`src/rtl/pwm_fault_pkg.sv`:
```
package pwm_fault_pkg;

  // Active transition chosen for a channel.
  typedef enum logic {
    EDGE_FALL = 1'b0,
    EDGE_RISE = 1'b1
  } fault_edge_e;

  // Enable pair owned by the channel.
  typedef struct packed {
    logic tmr;
    logic pwm;
  } run_en_t;

  localparam int unsigned SYNC_STAGES = 2;

endpackage

```
`src/rtl/pwm_fault_sync.sv`:
```
module pwm_fault_sync #(
  parameter int unsigned WIDTH  = 8,
  parameter int unsigned STAGES = 2
) (
  input  logic             clk,
  input  logic             rst_n,
  input  logic [WIDTH-1:0] din,
  output logic [WIDTH-1:0] dout
);

  localparam int unsigned LAST = STAGES - 1;

  for (genvar i = 0; i < WIDTH; i++) begin : g_bit
    logic [STAGES-1:0] chain;

    if (STAGES == 1) begin : g_one
      always_ff @(posedge clk or negedge rst_n) begin
        if (!rst_n) chain <= '0;
        else        chain <= din[i];
      end
    end else begin : g_many
      always_ff @(posedge clk or negedge rst_n) begin
        if (!rst_n) chain <= '0;
        else        chain <= {chain[STAGES-2:0], din[i]};
      end
    end

    assign dout[i] = chain[LAST];
  end

endmodule

```
`src/rtl/pwm_fault_filter.sv`:
```
module pwm_fault_filter #(
  parameter int unsigned LEN_W = 6,
  parameter int unsigned PRE_W = 4
) (
  input  logic             clk,
  input  logic             rst_n,
  input  logic             din,
  input  logic             en,
  input  logic [LEN_W-1:0] len,
  output logic             level
);

  localparam logic [PRE_W-1:0] PRE_LAST = '1;

  logic             filt_q;
  logic [PRE_W-1:0] pre_cnt;
  logic [LEN_W-1:0] unit_cnt;
  logic             pre_wrap;
  logic             window_done;

  assign pre_wrap    = (pre_cnt == PRE_LAST);
  assign window_done = pre_wrap && (unit_cnt == len);

  // Prescaler ticks every 2**PRE_W cycles; unit counter counts ticks.
  always_ff @(posedge clk or negedge rst_n) begin
    if (!rst_n) begin
      filt_q   <= 1'b0;
      pre_cnt  <= '0;
      unit_cnt <= '0;
    end else if (!en) begin
      filt_q   <= din;
      pre_cnt  <= '0;
      unit_cnt <= '0;
    end else if (din == filt_q) begin
      pre_cnt  <= '0;
      unit_cnt <= '0;
    end else if (window_done) begin
      filt_q   <= din;
      pre_cnt  <= '0;
      unit_cnt <= '0;
    end else if (pre_wrap) begin
      pre_cnt  <= '0;
      unit_cnt <= unit_cnt + 1'b1;
    end else begin
      pre_cnt  <= pre_cnt + 1'b1;
    end
  end

  assign level = en ? filt_q : din;

endmodule

```
`src/rtl/pwm_fault_edge.sv`:
```
module pwm_fault_edge
  import pwm_fault_pkg::*;
(
  input  logic clk,
  input  logic rst_n,
  input  logic level,
  input  logic rising,
  output logic hit
);

  logic prev_q;

  always_ff @(posedge clk or negedge rst_n) begin
    if (!rst_n) prev_q <= 1'b0;
    else        prev_q <= level;
  end

  always_comb begin
    if (fault_edge_e'(rising) == EDGE_RISE) hit = level & ~prev_q;
    else                                     hit = ~level & prev_q;
  end

endmodule

```
`src/rtl/pwm_fault_latch.sv`:
```
module pwm_fault_latch
  import pwm_fault_pkg::*;
(
  input  logic clk,
  input  logic rst_n,
  input  logic hit,
  input  logic clr,
  input  logic auto_en,
  input  logic irq_en,
  input  logic en_wr,
  input  logic en_wr_tmr,
  input  logic en_wr_pwm,
  output logic pend,
  output logic irq,
  output logic tmr_en,
  output logic pwm_en
);

  logic    pend_q;
  run_en_t run_q;
  logic    halt;

  // A fresh edge outranks the clear strobe.
  always_ff @(posedge clk or negedge rst_n) begin
    if (!rst_n)   pend_q <= 1'b0;
    else if (hit) pend_q <= 1'b1;
    else if (clr) pend_q <= 1'b0;
  end

  assign halt = auto_en & (hit | pend_q);

  always_ff @(posedge clk or negedge rst_n) begin
    if (!rst_n) begin
      run_q <= '0;
    end else if (halt) begin
      run_q <= '0;
    end else if (en_wr) begin
      run_q.tmr <= en_wr_tmr;
      run_q.pwm <= en_wr_pwm;
    end
  end

  assign pend   = pend_q;
  assign irq    = pend_q & irq_en;
  assign tmr_en = run_q.tmr;
  assign pwm_en = run_q.pwm;

endmodule

```
`src/rtl/pwm_fault_guard.sv`:
```
module pwm_fault_guard
  import pwm_fault_pkg::*;
#(
  parameter int unsigned NUM_PINS = 8,
  parameter int unsigned LEN_W    = 6,
  parameter int unsigned PRE_W    = 4,
  localparam int unsigned SEL_W   = (NUM_PINS > 1) ? $clog2(NUM_PINS) : 1
) (
  input  logic                clk,
  input  logic                rst_n,
  input  logic [NUM_PINS-1:0] fault_pins,
  input  logic [SEL_W-1:0]    pin_sel,
  input  logic                edge_rising,
  input  logic                filt_en,
  input  logic [LEN_W-1:0]    filt_len,
  input  logic                auto_stop_en,
  input  logic                irq_en,
  input  logic                fault_clr,
  input  logic                en_wr,
  input  logic                en_wr_tmr,
  input  logic                en_wr_pwm,
  output logic                fault_pend,
  output logic                fault_irq,
  output logic                tmr_en,
  output logic                pwm_en
);

  logic [NUM_PINS-1:0] pins_sync;
  logic                sel_level;
  logic                filt_level;
  logic                edge_hit;

  pwm_fault_sync #(
    .WIDTH  (NUM_PINS),
    .STAGES (SYNC_STAGES)
  ) u_sync (
    .clk   (clk),
    .rst_n (rst_n),
    .din   (fault_pins),
    .dout  (pins_sync)
  );

  assign sel_level = pins_sync[pin_sel];

  pwm_fault_filter #(
    .LEN_W (LEN_W),
    .PRE_W (PRE_W)
  ) u_filter (
    .clk   (clk),
    .rst_n (rst_n),
    .din   (sel_level),
    .en    (filt_en),
    .len   (filt_len),
    .level (filt_level)
  );

  pwm_fault_edge u_edge (
    .clk    (clk),
    .rst_n  (rst_n),
    .level  (filt_level),
    .rising (edge_rising),
    .hit    (edge_hit)
  );

  pwm_fault_latch u_latch (
    .clk       (clk),
    .rst_n     (rst_n),
    .hit       (edge_hit),
    .clr       (fault_clr),
    .auto_en   (auto_stop_en),
    .irq_en    (irq_en),
    .en_wr     (en_wr),
    .en_wr_tmr (en_wr_tmr),
    .en_wr_pwm (en_wr_pwm),
    .pend      (fault_pend),
    .irq       (fault_irq),
    .tmr_en    (tmr_en),
    .pwm_en    (pwm_en)
  );

endmodule

```
`config.mk`:
```
export PLATFORM = sky130hd
export DESIGN_NAME = pwm_fault_guard
export DESIGN_NICKNAME = d
export VERILOG_FILES = /design/src/rtl/pwm_fault_pkg.sv /design/src/rtl/pwm_fault_sync.sv /design/src/rtl/pwm_fault_filter.sv /design/src/rtl/pwm_fault_edge.sv /design/src/rtl/pwm_fault_latch.sv /design/src/rtl/pwm_fault_guard.sv
export SDC_FILE = /design/constraint.sdc
export NUM_CORES = 1
export LEC_CHECK = 0
export ABC_AREA = 1
export BUFFER_PORTS_ARGS = -buffer_cell sky130_fd_sc_hd__buf_4
export CORE_MARGIN = 2
export CORE_UTILIZATION = 39
export CTS_BUF_LIST = sky130_fd_sc_hd__clkbuf_4 sky130_fd_sc_hd__clkbuf_8
export DETAILED_ROUTE_END_ITERATION = 10
export SETUP_SLACK_MARGIN = 0.1
export SYNTH_ARGS = -nofsm -noshare
export SYNTH_HDL_FRONTEND = slang
export SYNTH_SLANG_ARGS = --single-unit
```
`constraint.sdc`:
```
create_clock -name clk -period 1.85 [get_ports clk]
set_input_delay 0.37 -clock clk [delete_from_list [all_inputs] [get_ports clk]]
set_output_delay 0.37 -clock clk [all_outputs]
set_load 0.01 [all_outputs]
```
==> After elaboration in Yosys (flattened, before gate mapping) <==
Index checks and enable logic that the tools add are counted.
{ "word_totals": {"reg_bits": 31} }
{ "classes": {"order_cmp": 1, "n_reduce_logical": 4, "add_sub_neg": 2, "bitwise_logic": 7, "eq_ne": 6, "n_mux": 19} }
{ "op_table": {"columns": ["op", "count"], "rows": [
  ["6-bit two-way mux", 4],
  ["4-bit two-way mux", 4],
  ["1-bit two-way mux", 8],
  ["6-bit by 1-bit adder with 6-bit output (second input constant)", 1],
  ["6-bit == test", 1],
  ["4-bit by 1-bit adder with 4-bit output (second input constant)", 1],
  ["1-bit bitwise AND", 4],
  ["4-bit == test (second input constant)", 1],
  ["3-bit by 4-bit < comparator with 1-bit output (second input constant)", 1],
  ["2-bit two-way mux", 2],
  ["4-bit by 1-bit != test with 1-bit output (second input constant)", 1],
  ["2-bit nonzero test", 2],
  ["1-bit binary-select mux with 3-bit select", 1],
  ["2-bit by 1-bit != test with 1-bit output (second input constant)", 1],
  ["2-bit != test (second input constant)", 1],
  ["1-bit inverter", 2],
  ["2-bit AND reduction", 1],
  ["1-bit == test", 1],
  ["1-bit logical AND", 1],
  ["1-bit OR", 1]
]} }

==> Depth between registers and ports, before layout <==
{ "logic_depth": {"word_depth": 9, "mapped_depth": 10} }

==> By module <==
A second synthesis with hierarchy kept.
{ "unflattened": {"hier_cells": 185, "area_unflattened_um2": 1512.7} }
{ "by_module_without_submodules": {"columns": ["module", "seq_area_each_um2", "n_inst", "cells_each", "area_each_um2"], "rows": [
  ["pwm_fault_filter", 275.3, 1, 107, 748.2],
  ["pwm_fault_sync", 400.4, 1, 24, 460.4],
  ["pwm_fault_latch", 75.1, 1, 19, 143.9],
  ["pwm_fault_guard", 0.0, 1, 28, 110.1],
  ["pwm_fault_edge", 25.0, 1, 7, 50.0]
]} }

==> Least setup slack after synthesis <==
No wires, ideal clock.
{ "synth_timing": {"kind": "register -> register", "startpoint": "reg u_filter.pre_cnt[0]", "endpoint": "reg u_filter.unit_cnt[0]", "path_stages_with_launch": 9, "setup_slack_ns": 0.527, "n_path_buf": 0, "arrival_ns": 1.204, "setup_time_ns": 0.119, "t_required_ns": 1.731, "cell_sequence": "dfrtp_1 -> ha_1 -> nand3_2 -> inv_2 -> nand3_1 -> nand2_1 -> inv_1 -> nand4_1 -> nand2_1"} }
{ "synth_via": {"elab_chain_cells": 5, "elab_cells_between_ends": 6, "cone_classes": "eq/ne (2); mux (3); reduce/logical (1)"} }
{ "synth_lines": {"columns": ["item", "line", "source"], "rows": [
  ["from (decl)", "pwm_fault_filter.sv:16", "logic [PRE_W-1:0] pre_cnt;"],
  ["from (signal assigned)", "pwm_fault_filter.sv:45", "pre_cnt <= pre_cnt + 1'b1;"],
  ["4-bit == test (*)", "pwm_fault_filter.sv:21", "assign pre_wrap = (pre_cnt == PRE_LAST);"],
  ["1-bit logical AND", "pwm_fault_filter.sv:22", "assign window_done = pre_wrap && (unit_cnt == len);"],
  ["6-bit two-way mux", "pwm_fault_filter.sv:37", "end else if (window_done) begin"],
  ["6-bit two-way mux", "pwm_fault_filter.sv:34", "end else if (din == filt_q) begin"],
  ["6-bit two-way mux", "pwm_fault_filter.sv:30", "end else if (!en) begin"],
  ["to (signal assigned)", "pwm_fault_filter.sv:43", "unit_cnt <= unit_cnt + 1'b1;"],
  ["to (decl)", "pwm_fault_filter.sv:17", "logic [LEN_W-1:0] unit_cnt;"]
]} }
Every way passes the cells marked *; elsewhere a longest branch is shown, timed or not.
A chain may end at the register's enable or synchronous reset.

==> Worst setup path after layout <==
{ "layout_timing": {"startpoint": "reg u_filter.pre_cnt[0]", "endpoint": "reg u_filter.unit_cnt[2]"} }
Same word-level chain as after synthesis.

==> results.cfg <==
[status]
outcome = completed

[sta]
finClkSkew_ns = 0.005868
tns_ns = 0
fmaxAchievable_mhz = 668.2
worst_pin_slew_ns = 0.3731
setup_viol = 0
hold_ws_ns = 0.003197
max_slew_margin_pct = 75.12
fin_crit_ns = 1.497
rsz0062_at_grt = false
period_share_pct = 80.90
hold_viol_final = 0
slew_violations = 0

[layout]
diodes = 0
num-nets-final = 217
design_area_sq_mm = 0.001817
syn2layout_area_growth_pct = 25.39
final_layout_size_suffix_gt1_share_pct = 29.63
fillers = 321
mostFrequentLayoutCell = nand2_1
final_cell_mix = nand2_1 (33), buf_4 (31), dfrtp_1 (31)

[critical_path]
critPathKind = reg2reg
cp_slowest_stage_delay_ns = 0.37
crit_path_start_kind = flip-flop
worstPathArrival_ns = 1.67
crit_required_ns = 2.03
cp_max_fo = 8
cp_cell_sequence = ha_1, nand3_2, inv_2, nand3_2, nand2_1, inv_1, nand4_1, nand2_1
slowest_stage = dfrtp_1
crit_family = simple AND/OR/NAND/NOR gates
cp_num_cells = 8
endpoint_kind = flip-flop
timing.reg2reg.worst_path_depth = 8
critPathBufInv = 2

[power]
p_comb_share_pct = 14.9
swShare_pct = 26.63
pwr-share-seq_pct = 49.9
vdd_ir_drop_max_v = 0.0004699
power_mw = 1.476
p_leak_nw = 0.9928
p_int_mw = 1.083
clkPwrFrac_pct = 35.2
cellPowerDensity_mw_per_mm2 = 812.3
switchingPower_uw = 393.0

[synth]
ys_warn_count = 0
syn_inst = 153
syn-cell-area_sq_mm = 0.001449
synth_area_per_cell_sq_um = 9.470
synth_seq_area_share_pct = 53.54
synth.net_count = 182
synth_cell_types = 25
ys_seq_elements = 31

[grt]
antenna_found_initial = 0
grt_pass1_vias = 1147
grt_overflow_total = 0
grt.total_usage_pct = 14.63
grt_pass1_wl_um = 4664
grt_max_degree = 32

[clocking]
h-tree-depth = 2
cts_made_buffers = 5
cts.sinks = 31
clk_latency_ns = 0.28
clk_pin_slew_ns = 0.07
cts_root_buffer = clkbuf_8
cts_tree = yes
postCtsSetupBuffers = 0
clockBufferDepth = 2

[min_path]
min-delay-path-class = in2async

[placement]
place_hpwl_um = 1962
dpl_cell_area_sq_mm = 0.001723
place_congestion = 0.8581
port_buffers = 30

[detailed_routing]
final_antenna_net_count = 0
wl_per_cell_um = 10.95
drt-total-wl_um = 2594
post-route-drc-count = 0
vias = 1091
via_per_inst = 4.603
first_pass_iters = 4
dr.first_iter.drc_count = 43

[floorplan]
start_util_pct = 40.18
die_area_sq_mm = 0.004219
rows = 22
core-area_sq_mm = 0.003606
die_x_um = 64.95
die_h_um = 64.95
num_io_pins = 31

[job]
cap_violations = 0
## flip-flops by register name (all words and copies together) (netlist names)
signal and cells:
u_filter.filt_q 1, u_latch.pend 1, u_sync.g_bit.chain 16, u_filter.unit_cnt 6, u_edge.prev_q 1, u_latch.pwm_en 1
u_latch.tmr_en 1, u_filter.pre_cnt 4
## final cells by class
| type | count | area (sq um) | share of cell area, % |
|---|---|---|---|
| tap | 48 | 60.06 | 3.306 |
| sequential | 31 | 775.7 | 42.70 |
| multi-input combinational | 92 | 558.0 | 30.72 |
| timing repair buffer | 31 | 232.7 | 12.81 |
| clock buffer | 5 | 68.82 | 3.788 |
| inverter | 27 | 101.3 | 5.579 |
| clock inverter | 3 | 20.02 | 1.102 |
## layer usage
| metal | track usage, % | share of wire, % |
|---|---|---|
| met4 | 5.851 | 1.4 |
| met2 | 24.87 | 51 |
| met1 | 16.69 | 41 |
| met3 | 5.208 | 5.9 |
| met5 | 0 | 0 |
## stage by stage
stage	utilization (%)	cells	setup WS [ns]
floorplan	-	153	0.5274
global placement	47.78	229	0.3409
detailed placement	47.78	229	0.2842
CTS	50.24	237	0.2773
global route	50.38	237	0.1924
finish	50.38	237	0.3534
## power by group through the flow
stage | combinational [mW] | clock [mW] | sequential, mW
final | 0.219 | 0.520 | 0.736
after global routing | 0.247 | 0.578 | 0.739
after CTS | 0.224 | 0.539 | 0.737
after detailed placement | 0.224 | 0 | 0.748
after global placement | 0.218 | 0 | 0.747
after floorplan | 0.124 | 0 | 0.750
## worst register-to-register path: cells and delay by family (launching register included)
family / cells / cell delay, ns
AND/OR/NAND/NOR: 5 / 0.59
buffers and inverters: 2 / 0.23
adder cells (fa/ha/maj): 1 / 0.21
flip-flops: 1 / 0.37
## synthesized netlist by cell type
cell type	count	share of area, %
a21oi_1	2	0.69
and2_4	1	0.60
buf_6	1	0.78
clkbuf_1	2	0.52
clkinv_1	3	0.78
dfrtp_1	31	54
ha_1	2	1.7
inv_1	18	4.7
inv_2	6	1.6
mux2i_1	2	1.4
nand2_1	33	8.5
nand2_2	1	0.43
nand2_4	1	0.78
nand3_1	11	3.8
nand3_2	4	2.8
nand3b_1	1	0.52
nand4_1	12	5.2
nor2_1	5	1.3
nor2_2	1	0.43
nor3_1	1	0.35
o21ai_1	2	0.69
or2_2	1	0.43
xnor2_1	2	1.2
xor2_1	9	5.4
xor2_4	1	1.9
## logic make-up after synthesis
kind of cell	Yosys count	synth area share (%)
and+or+nand+nor	72	25.13
DFF	31	53.54
buffers and inverters	30	8.290
xor gates and xnor gates	12	8.550
AOI/OAI and AO/OA	4	1.382
muxes	2	1.382
adders and majority gates	2	1.727
## final timing paths
check,slack [ns],endpoint,from
worst max-delay path,0.35,u_filter.unit_cnt[2]$_DFFE_PN0P_,u_filter.pre_cnt[0]$_DFF_PN0_
worst min-delay path,0.003,u_filter.filt_q$_DFFE_PN0P_,rst_n
worst max register to register,0.35,u_filter.unit_cnt[2]$_DFFE_PN0P_,u_filter.pre_cnt[0]$_DFF_PN0_
worst min register to register,0.35,u_sync.g_bit[5].chain[1]$_DFF_PN0_,u_sync.g_bit[5].chain[0]$_DFF_PN0_
max in group asynchronous,1.57,u_filter.pre_cnt[0]$_DFF_PN0_,rst_n
min in group clk,0.19,u_sync.g_bit[7].chain[0]$_DFF_PN0_,fault_pins[7]
## repair_timing
action	4_1_cts	5_1_grt
resized for setup	0	1
endpoints found under the setup margin	0	1
hold buffers	0	0
(Power assumes the default switching activity.)
